<file path="config.mk">
export PLATFORM = sky130hd
export DESIGN_NAME = pixel_nuc
export DESIGN_NICKNAME = d
export VERILOG_FILES = /design/src/rtl/pixel_nuc_pkg.sv /design/src/rtl/pixel_nuc_bank.sv /design/src/rtl/pixel_nuc_loader.sv /design/src/rtl/pixel_nuc_math.sv /design/src/rtl/pixel_nuc.sv
export SDC_FILE = /design/constraint.sdc
export NUM_CORES = 2
export LEC_CHECK = 0
export ABC_AREA = 1
export ABC_CLOCK_PERIOD_IN_PS = 7690
export BUFFER_PORTS_ARGS = -buffer_cell sky130_fd_sc_hd__buf_4
export CAP_MARGIN = 30
export CORE_UTILIZATION = 49
export CTS_CLUSTER_DIAMETER = 80
export DETAILED_ROUTE_END_ITERATION = 8
export GPL_TIMING_DRIVEN = 0
export SLEW_MARGIN = 20
export SYNTH_ARGS = -nofsm -noshare
export SYNTH_HDL_FRONTEND = slang
export SYNTH_SLANG_ARGS = --single-unit
export TNS_END_PERCENT = 1
</file>
<file path="constraint.sdc">
create_clock -name clk -period 7.69 [get_ports clk]
set_input_delay 0.769 -clock clk [delete_from_list [all_inputs] [get_ports clk]]
set_output_delay 0.769 -clock clk [all_outputs]
set_load 0.05 [all_outputs]
</file>
<file path="src/rtl/pixel_nuc_pkg.sv">
package pixel_nuc_pkg;

    localparam int PIX_W   = 14;
    localparam int GAIN_W  = 16;
    localparam int FRAC_W  = 12;
    localparam int OFS_W   = 16;
    localparam int NUM_BANKS = 2;

    typedef struct packed {
        logic [GAIN_W-1:0] gain;
        logic [OFS_W-1:0]  ofs;
    } coeff_t;

    typedef enum logic [1:0] {
        LD_IDLE  = 2'd0,
        LD_FILL  = 2'd1,
        LD_ARMED = 2'd2
    } ld_state_e;

endpackage

</file>
<file path="src/rtl/pixel_nuc_bank.sv">
module pixel_nuc_bank
    import pixel_nuc_pkg::*;
#(
    parameter int DEPTH = 32,
    parameter int AW    = 5
) (
    input  logic          clk,
    input  logic          we,
    input  logic [AW-1:0] waddr,
    input  coeff_t        wdata,
    input  logic          re,
    input  logic [AW-1:0] raddr,
    output coeff_t        rdata
);

    coeff_t mem [DEPTH];

    always_ff @(posedge clk) begin
        if (we) begin
            mem[waddr] <= wdata;
        end
    end

    always_ff @(posedge clk) begin
        if (re) begin
            rdata <= mem[raddr];
        end
    end

endmodule

</file>
<file path="src/rtl/pixel_nuc_loader.sv">
module pixel_nuc_loader
    import pixel_nuc_pkg::*;
#(
    parameter int DEPTH = 32,
    parameter int AW    = 5,
    parameter int SET_W = 3
) (
    input  logic             clk,
    input  logic             rst_n,
    input  logic             start,
    input  logic [SET_W-1:0] set_id,
    input  logic             word_valid,
    input  logic             frame_go,
    output logic             word_ready,
    output logic             we,
    output logic [AW-1:0]    waddr,
    output logic             wr_bank,
    output logic             swap_now,
    output logic             active_bank,
    output logic [SET_W-1:0] active_set,
    output logic             pending
);

    localparam logic [AW-1:0] LAST_IDX = AW'(DEPTH - 1);

    ld_state_e        state_q;
    ld_state_e        state_d;
    logic [AW-1:0]    cnt_q;
    logic [SET_W-1:0] staged_q;
    logic             active_q;
    logic [SET_W-1:0] active_set_q;

    // State register
    always_ff @(posedge clk) begin
        if (!rst_n) begin
            state_q <= LD_IDLE;
        end else begin
            state_q <= state_d;
        end
    end

    // Transitions: T_START, T_FULL, T_SWAP
    always_comb begin
        state_d = state_q;
        unique case (state_q)
            LD_IDLE: begin
                if (start) begin
                    state_d = LD_FILL;
                end
            end
            LD_FILL: begin
                if (word_valid && cnt_q == LAST_IDX) begin
                    state_d = LD_ARMED;
                end
            end
            LD_ARMED: begin
                if (frame_go) begin
                    state_d = LD_IDLE;
                end
            end
            default: state_d = LD_IDLE;
        endcase
    end

    // Outputs decoded from state
    always_comb begin
        word_ready = 1'b0;
        swap_now   = 1'b0;
        pending    = 1'b1;
        unique case (state_q)
            LD_IDLE:  pending    = 1'b0;
            LD_FILL:  word_ready = 1'b1;
            LD_ARMED: swap_now   = frame_go;
            default:  pending    = 1'b0;
        endcase
    end

    assign we          = word_ready && word_valid;
    assign waddr       = cnt_q;
    assign wr_bank     = ~active_q;
    assign active_bank = active_q;
    assign active_set  = active_set_q;

    // Counter, captured identifier and bank pointer
    always_ff @(posedge clk) begin
        if (!rst_n) begin
            cnt_q        <= '0;
            staged_q     <= '0;
            active_q     <= 1'b0;
            active_set_q <= '0;
        end else begin
            if (state_q == LD_IDLE && start) begin
                cnt_q    <= '0;
                staged_q <= set_id;
            end else if (we) begin
                cnt_q <= cnt_q + AW'(1);
            end
            if (swap_now) begin
                active_q     <= ~active_q;
                active_set_q <= staged_q;
            end
        end
    end

endmodule

</file>
<file path="src/rtl/pixel_nuc_math.sv">
module pixel_nuc_math
    import pixel_nuc_pkg::*;
(
    input  logic             clk,
    input  logic             rst_n,
    input  logic             adv,
    input  logic             in_valid,
    input  logic [PIX_W-1:0] in_pix,
    input  logic             in_sof,
    input  logic             in_eol,
    input  coeff_t           s1_coeff,
    output logic             out_valid,
    output logic [PIX_W-1:0] out_pix,
    output logic             out_sof,
    output logic             out_eol
);

    localparam int PROD_W = PIX_W + GAIN_W;
    localparam int SH_W   = PROD_W - FRAC_W;
    localparam int WIDE_W = (SH_W > OFS_W) ? SH_W : OFS_W;
    localparam int SUM_W  = WIDE_W + 2;
    localparam logic signed [SUM_W-1:0] SAT_HI = SUM_W'((1 << PIX_W) - 1);

    // Stage 1 (pixel side, coefficient arrives from bank register)
    logic             v1, v2, v3;
    logic             sof1, sof2, sof3;
    logic             eol1, eol2, eol3;
    logic [PIX_W-1:0] pix1;
    // Stage 2
    logic [SH_W-1:0]  sh2;
    logic [OFS_W-1:0] ofs2;
    // Stage 3
    logic [PIX_W-1:0] res3;

    logic [PROD_W-1:0]       prod_c;
    logic [SH_W-1:0]         sh_c;
    logic signed [SUM_W-1:0] sum_c;
    logic [PIX_W-1:0]        clamp_c;

    always_comb begin
        prod_c = PROD_W'(pix1) * PROD_W'(s1_coeff.gain);
        sh_c   = SH_W'(prod_c >> FRAC_W);
    end

    always_comb begin
        sum_c = $signed({{(SUM_W - SH_W){1'b0}}, sh2})
              + $signed({{(SUM_W - OFS_W){ofs2[OFS_W-1]}}, ofs2});
        if (sum_c < 0) begin
            clamp_c = '0;
        end else if (sum_c > SAT_HI) begin
            clamp_c = '1;
        end else begin
            clamp_c = sum_c[PIX_W-1:0];
        end
    end

    always_ff @(posedge clk) begin
        if (!rst_n) begin
            {v1, v2, v3}       <= '0;
            {sof1, sof2, sof3} <= '0;
            {eol1, eol2, eol3} <= '0;
        end else if (adv) begin
            v1   <= in_valid;
            v2   <= v1;
            v3   <= v2;
            sof1 <= in_sof && in_valid;
            sof2 <= sof1;
            sof3 <= sof2;
            eol1 <= in_eol && in_valid;
            eol2 <= eol1;
            eol3 <= eol2;
        end
    end

    always_ff @(posedge clk) begin
        if (adv) begin
            pix1 <= in_pix;
            sh2  <= sh_c;
            ofs2 <= s1_coeff.ofs;
            res3 <= clamp_c;
        end
    end

    assign out_valid = v3;
    assign out_pix   = res3;
    assign out_sof   = sof3;
    assign out_eol   = eol3;

endmodule

</file>
<file path="src/rtl/pixel_nuc.sv">
module pixel_nuc
    import pixel_nuc_pkg::*;
#(
    parameter int COLS  = 8,
    parameter int ROWS  = 4,
    parameter int SET_W = 3
) (
    input  logic               clk,
    input  logic               rst_n,
    input  logic               pix_valid,
    output logic               pix_ready,
    input  logic [PIX_W-1:0]   pix_data,
    input  logic               pix_sof,
    input  logic               pix_eol,
    output logic               out_valid,
    input  logic               out_ready,
    output logic [PIX_W-1:0]   out_data,
    output logic               out_sof,
    output logic               out_eol,
    input  logic               ld_start,
    input  logic [SET_W-1:0]   ld_set,
    input  logic               ld_valid,
    output logic               ld_ready,
    input  logic [GAIN_W-1:0]  ld_gain,
    input  logic [OFS_W-1:0]   ld_offset,
    output logic               active_bank,
    output logic [SET_W-1:0]   active_set,
    output logic               swap_pending
);

    localparam int DEPTH = COLS * ROWS;
    localparam int AW    = (DEPTH > 1) ? $clog2(DEPTH) : 1;
    localparam logic [AW-1:0] LAST_IDX = AW'(DEPTH - 1);

    logic          adv;
    logic          accept;
    logic          frame_go;
    logic          swap_now;
    logic          ld_we;
    logic [AW-1:0] ld_waddr;
    logic          wr_bank;
    logic          read_bank;
    logic          sel_q;
    logic [AW-1:0] idx_q;
    logic [AW-1:0] rd_idx;
    coeff_t        wr_word;
    coeff_t        rd_word [NUM_BANKS];
    coeff_t        s1_coeff;

    // Global stall: pipeline moves whenever the output slot can drain
    assign adv       = out_ready || !out_valid;
    assign pix_ready = adv;
    assign accept    = pix_valid && adv;
    assign frame_go  = accept && pix_sof;

    // Raster index of the pixel being accepted
    assign rd_idx = pix_sof ? '0 : idx_q;

    always_ff @(posedge clk) begin
        if (!rst_n) begin
            idx_q <= '0;
        end else if (accept) begin
            idx_q <= (rd_idx == LAST_IDX) ? '0 : rd_idx + AW'(1);
        end
    end

    // The swapping pixel already reads from the incoming bank
    assign read_bank = active_bank ^ swap_now;

    always_ff @(posedge clk) begin
        if (!rst_n) begin
            sel_q <= 1'b0;
        end else if (adv) begin
            sel_q <= read_bank;
        end
    end

    assign wr_word.gain = ld_gain;
    assign wr_word.ofs  = ld_offset;

    for (genvar b = 0; b < NUM_BANKS; b++) begin : g_bank
        pixel_nuc_bank #(
            .DEPTH (DEPTH),
            .AW    (AW)
        ) u_bank (
            .clk   (clk),
            .we    (ld_we && (wr_bank == 1'(b))),
            .waddr (ld_waddr),
            .wdata (wr_word),
            .re    (adv),
            .raddr (rd_idx),
            .rdata (rd_word[b])
        );
    end

    assign s1_coeff = sel_q ? rd_word[1] : rd_word[0];

    pixel_nuc_loader #(
        .DEPTH (DEPTH),
        .AW    (AW),
        .SET_W (SET_W)
    ) u_loader (
        .clk         (clk),
        .rst_n       (rst_n),
        .start       (ld_start),
        .set_id      (ld_set),
        .word_valid  (ld_valid),
        .frame_go    (frame_go),
        .word_ready  (ld_ready),
        .we          (ld_we),
        .waddr       (ld_waddr),
        .wr_bank     (wr_bank),
        .swap_now    (swap_now),
        .active_bank (active_bank),
        .active_set  (active_set),
        .pending     (swap_pending)
    );

    pixel_nuc_math u_math (
        .clk       (clk),
        .rst_n     (rst_n),
        .adv       (adv),
        .in_valid  (accept),
        .in_pix    (pix_data),
        .in_sof    (pix_sof),
        .in_eol    (pix_eol),
        .s1_coeff  (s1_coeff),
        .out_valid (out_valid),
        .out_pix   (out_data),
        .out_sof   (out_sof),
        .out_eol   (out_eol)
    );

endmodule

</file>
==> implementation parameters <==
Parameter                              Value

Clock tree
  Clock network latency to the later pin of the worst-skew pair ... 0.89 ns
  Number of gates given a new drive strength after cts ... 0
  TritonCTS clock tree ... yes
  Number of buffers inserted during clock tree synthesis ... 223
  Count of H-tree levels built during CTS ... 4
  Root cell of the clock tree ... clkbuf_16
  Worst-case clock buffer depth ... 3
  Post-CTS Setup Bufs ... 0
  Hold-fix buffer count after cts ... 0
  Sinks on Clock Net ... 2203
  Clock edge transition at the registers on the reported setup and hold paths ... 0.06 ns

Yosys
  Mean Syn Cell Area ... 12.2 sq um
  Combined area of all synthesized cells ... 0.0949 sq mm
  EDFF count, synth ... 2174
  Synth Area in Simple Gates ... 0.121
  Largest family of logic cells by synthesized area ... simple AND/OR/NAND/NOR gates
  Share of synthesized cell area in full adder, half adder and majority cells ... 0.0509
  Synth Flop Type ... edfxtp_1
  Synthesized-area fraction occupied by xor and xnor cells ... 0.00240
  Flop and latch count out of synthesis ... 2203
  Compound-Gate Fraction of Synth Area ... 0.0904
  Fraction of the yosys area taken by sequential cells ... 0.694
  Post-synthesis cell count ... 7759
  Share of synthesized area spent on multiplexers ... 0
  Async set or reset register ratio after synthesis ... 0
  Yosys Warn Count ... 0
  Number of library cell types mapped by synthesis ... 42
  Synthesized netlist net count ... 8103

Cells and area
  Area growth, synth to finish ... 15.6%
  Utilization after layout ... 0.570
  Total of fill cells in the finished design ... 15800
  Proportion of layout cells with a drive suffix above 1 ... 0.105
  Multi-input gate area ... 0.0257 sq mm
  Leading cell type in the layout, fill and taps excluded ... edfxtp_1
  Area used by sequential logic in the layout ... 0.0659 sq mm
  Commonest non-fill, non-tap cells in the layout ... edfxtp_1 (2174), nand2_1 (1366), nor2_1 (868)
  Net count of the finished layout ... 8553

Timing
  Worst hold slack ... 0.0961 ns
  Final Hold Fails ... 0
  Final setup fails ... 0
  Fin crit period ... roughly 7.3 ns
  Transition time at the pin with the least slew margin ... 1.14 ns
  Final max-slew violation count ... 0
  Achievable Freq ... around 140 MHz
  Worst setup margin ... 0.371 ns
  Worst max-slew margin expressed relative to the limit ... 0.238
  RSZ-0062 raised after global routing ... no
  Final worst path period share ... 0.952
  Total negative slack for setup checks ... 0 ns
  Final setup skew ... 0.0759 ns

Detailed routing
  Vias/cell ... 6.15
  First-pass detailed-route iteration total ... 8
  WL final ... 340000 microns
  Post-route antenna net violation count ... 0
  Total number of vias ... 67400
  DRC ... 0
  Routed WL per cell ... 31.0 microns
  Detailed Route Iter0 Violations ... 10500

Setup path
  Crit path buf inv count ... 7
  Source of the worst register-to-register timing path ... sel_q
  Worst path depth ... 26
  Critical path arrival ... slightly below 8 ns
  CP delay by family, top ... adder cells
  Reg2reg path depth ... 26
  Internal reg-to-reg setup slack ... 0.37 ns
  Capturing point of the worst reg2reg path ... u_math.sh2[17]
  Worst path required time ... 8.23 ns
  Slowest library cell on the worst path ... clkbuf_1
  Kind of end point of the critical path ... register
  Biggest cell delay along the critical path ... approximately 0.76 ns
  Nature of the critical path startpoint ... register
  Type of the worst setup path ... reg2reg
  Critical path fanouts, max ... 10

Die
  Core ar. ... 0.192 sq mm
  Die ar. ... 0.195 sq mm
  Count of pins on the block boundary ... 81
  Initial cell density of the core ... 0.493
  Number of placement rows ... about 160
  Y dimension of the die ... 442 microns
  Chip width ... 442 microns

Min path
  Hold Path Stages ... 1
  Hold WC Path Type ... in2reg
  Worst-case hold path end point ... u_math.pix1[11]
  Worst Min Path Start ... pix_data[11]

Global route
  GR Overflow Total ... 0
  Largest net degree at the start of global routing ... 73
  Antenna violations before repair ... 30
  Number of global-route vias before repair ... between 60000 and 70000
  Global-route wire length before repair ... 471000 microns
  Global routing usage summed across all routing layers ... 0.343

Placed design
  Detailed placement HPWL ... 234000 microns
  Quantity of I/O buffers inserted on ports ... 80
  Setup slack at placement ... 0.446 ns
  Routability congestion estimate ... 0.963

Status
  Outcome ... completed

Pwr
  Pwr dens ... 347 mW/mm^2
  VDD IR-drop max ... 0.000774 V
  Standby leakage power ... 39.0 nW
  Total power draw ... 38.1 mW

Flow run
  Maximum capacitance violations ... 0
[cells in the mapped netlist (2+ instances only)]
library cell | number | area share
a211oi_1 | 3 | 0.00024
a21o_1 | 6 | 0.00047
a21oi_1 | 69 | 0.0036
a221oi_1 | 2 | 0.00018
a31oi_1 | 8 | 0.00053
buf_1 | 25 | 0.00099
buf_2 | 206 | 0.011
buf_4 | 17 | 0.0013
buf_6 | 2 | 0.00024
clkbuf_1 | 213 | 0.0084
clkbuf_2 | 7 | 0.00037
clkinv_1 | 6 | 0.00024
dfxtp_1 | 29 | 0.0061
edfxtp_1 | 2174 | 0.69
fa_1 | 165 | 0.035
ha_1 | 122 | 0.016
inv_1 | 448 | 0.018
inv_2 | 11 | 0.00044
nand2_1 | 1366 | 0.054
nand3_1 | 516 | 0.027
nand3b_1 | 4 | 0.00032
nand4_1 | 6 | 0.00040
nor2_1 | 932 | 0.037
nor3_1 | 12 | 0.00063
nor4_1 | 2 | 0.00013
o211ai_1 | 200 | 0.016
o21ai_0 | 489 | 0.026
o21ai_1 | 143 | 0.0075
o21ai_2 | 3 | 0.00028
o21bai_1 | 6 | 0.00047
o221ai_1 | 59 | 0.0054
o22ai_1 | 453 | 0.030
or2_2 | 22 | 0.0015
xnor2_1 | 14 | 0.0013
xor2_1 | 12 | 0.0011
[sequential cells by signal, summed over array words and instances (netlist names), 2 cells and up]
| signal | count |
|---|---|
| u_math.pix1 | 14 |
| u_math.sh2 | 18 |
| u_loader.staged_q | 3 |
| g_bank.u_bank.mem | 2048 |
| u_loader.waddr | 5 |
| u_math.out_pix | 14 |
| g_bank.u_bank.rdata | 64 |
| u_loader.state_q | 2 |
| u_loader.active_set | 3 |
| u_math.ofs2 | 16 |
| idx_q | 5 |
[area by class of cell]
cell class                 count  share of cell area
antenna                       25            0.000570
buffer                       470              0.0193
timing repair buffer         225              0.0350
inverter                     465              0.0160
multi-input combinational   4621               0.234
clock inverter               128              0.0120
clock buffer                 288              0.0541
tap                         2526              0.0288
sequential                  2203               0.600
[power breakdown]
group	total, mW	internal [mW]	switching (mW)
Combinational	13.3	4.45	8.85
Clock	10.8	6.04	4.76
Sequential	14.0	13.8	0.111
Total	38.1	24.3	13.7
[layer usage]
metal  global-route usage  up-vias  wire length, microns
li1                     -    28700                     -
met1                0.444    33400                122000
met2                0.539     4356                158000
met3               0.0685      842                 38600
met4                0.202       12                 21100
met5                    0        -                    99
[worst reg2reg max path, stage by stage (launching register included)]
cell and delay, ns:
dfxtp_1 0.30, buf_2 0.16, inv_1 0.11, clkbuf_1 0.76
or2_2 0.26, o21ai_2 0.22, inv_1 0.30, nand2_1 0.12
fa_1 0.51, inv_1 0.06, fa_1 0.55, fa_1 0.43
fa_1 0.46, fa_1 0.55, inv_1 0.08, fa_1 0.51
inv_1 0.06, ha_1 0.35, a21o_1 0.24, a31oi_1 0.28
o21ai_0 0.15, a21oi_1 0.13, nand2_1 0.12, nand2_1 0.10
nand2_1 0.05, nand2_1 0.06, nand2_1 0.11
[cell families (layout without fill, tap and decap cells)]
group	count (synthesis)	count (layout)
other	0	25
and+or+nand+nor	2865	2865
adders and majority gates	287	287
buffers and inverters	935	1576
AOI/OAI and AO/OA	1443	1443
DFF	2203	2203
xor gates and xnor gates	26	26
[how the worst max path moves through the flow]
| stage | startpoint | endpoint | slack (ns) |
|---|---|---|---|
| after global placement | out_ready | sel_q | -0.62 |
| after CTS | sel_q | u_math.sh2[17] | 0.40 |
| after detailed placement | sel_q | u_math.sh2[17] | 0.45 |
| after floorplan | sel_q | u_math.sh2[17] | 1.83 |
| final | sel_q | u_math.sh2[17] | 0.37 |
| after global routing | sel_q | u_math.sh2[17] | 0.16 |
[through the flow]
step | area, sq um | cells
after detailed placement | 102000 | 10500
after floorplan | 94900 | 7759
final | 110000 | 11000
after CTS | 110000 | 10900
after global routing | 110000 | 10900
after global placement | 98600 | 10400
No activity file was read; power rests on OpenSTA's default activity.
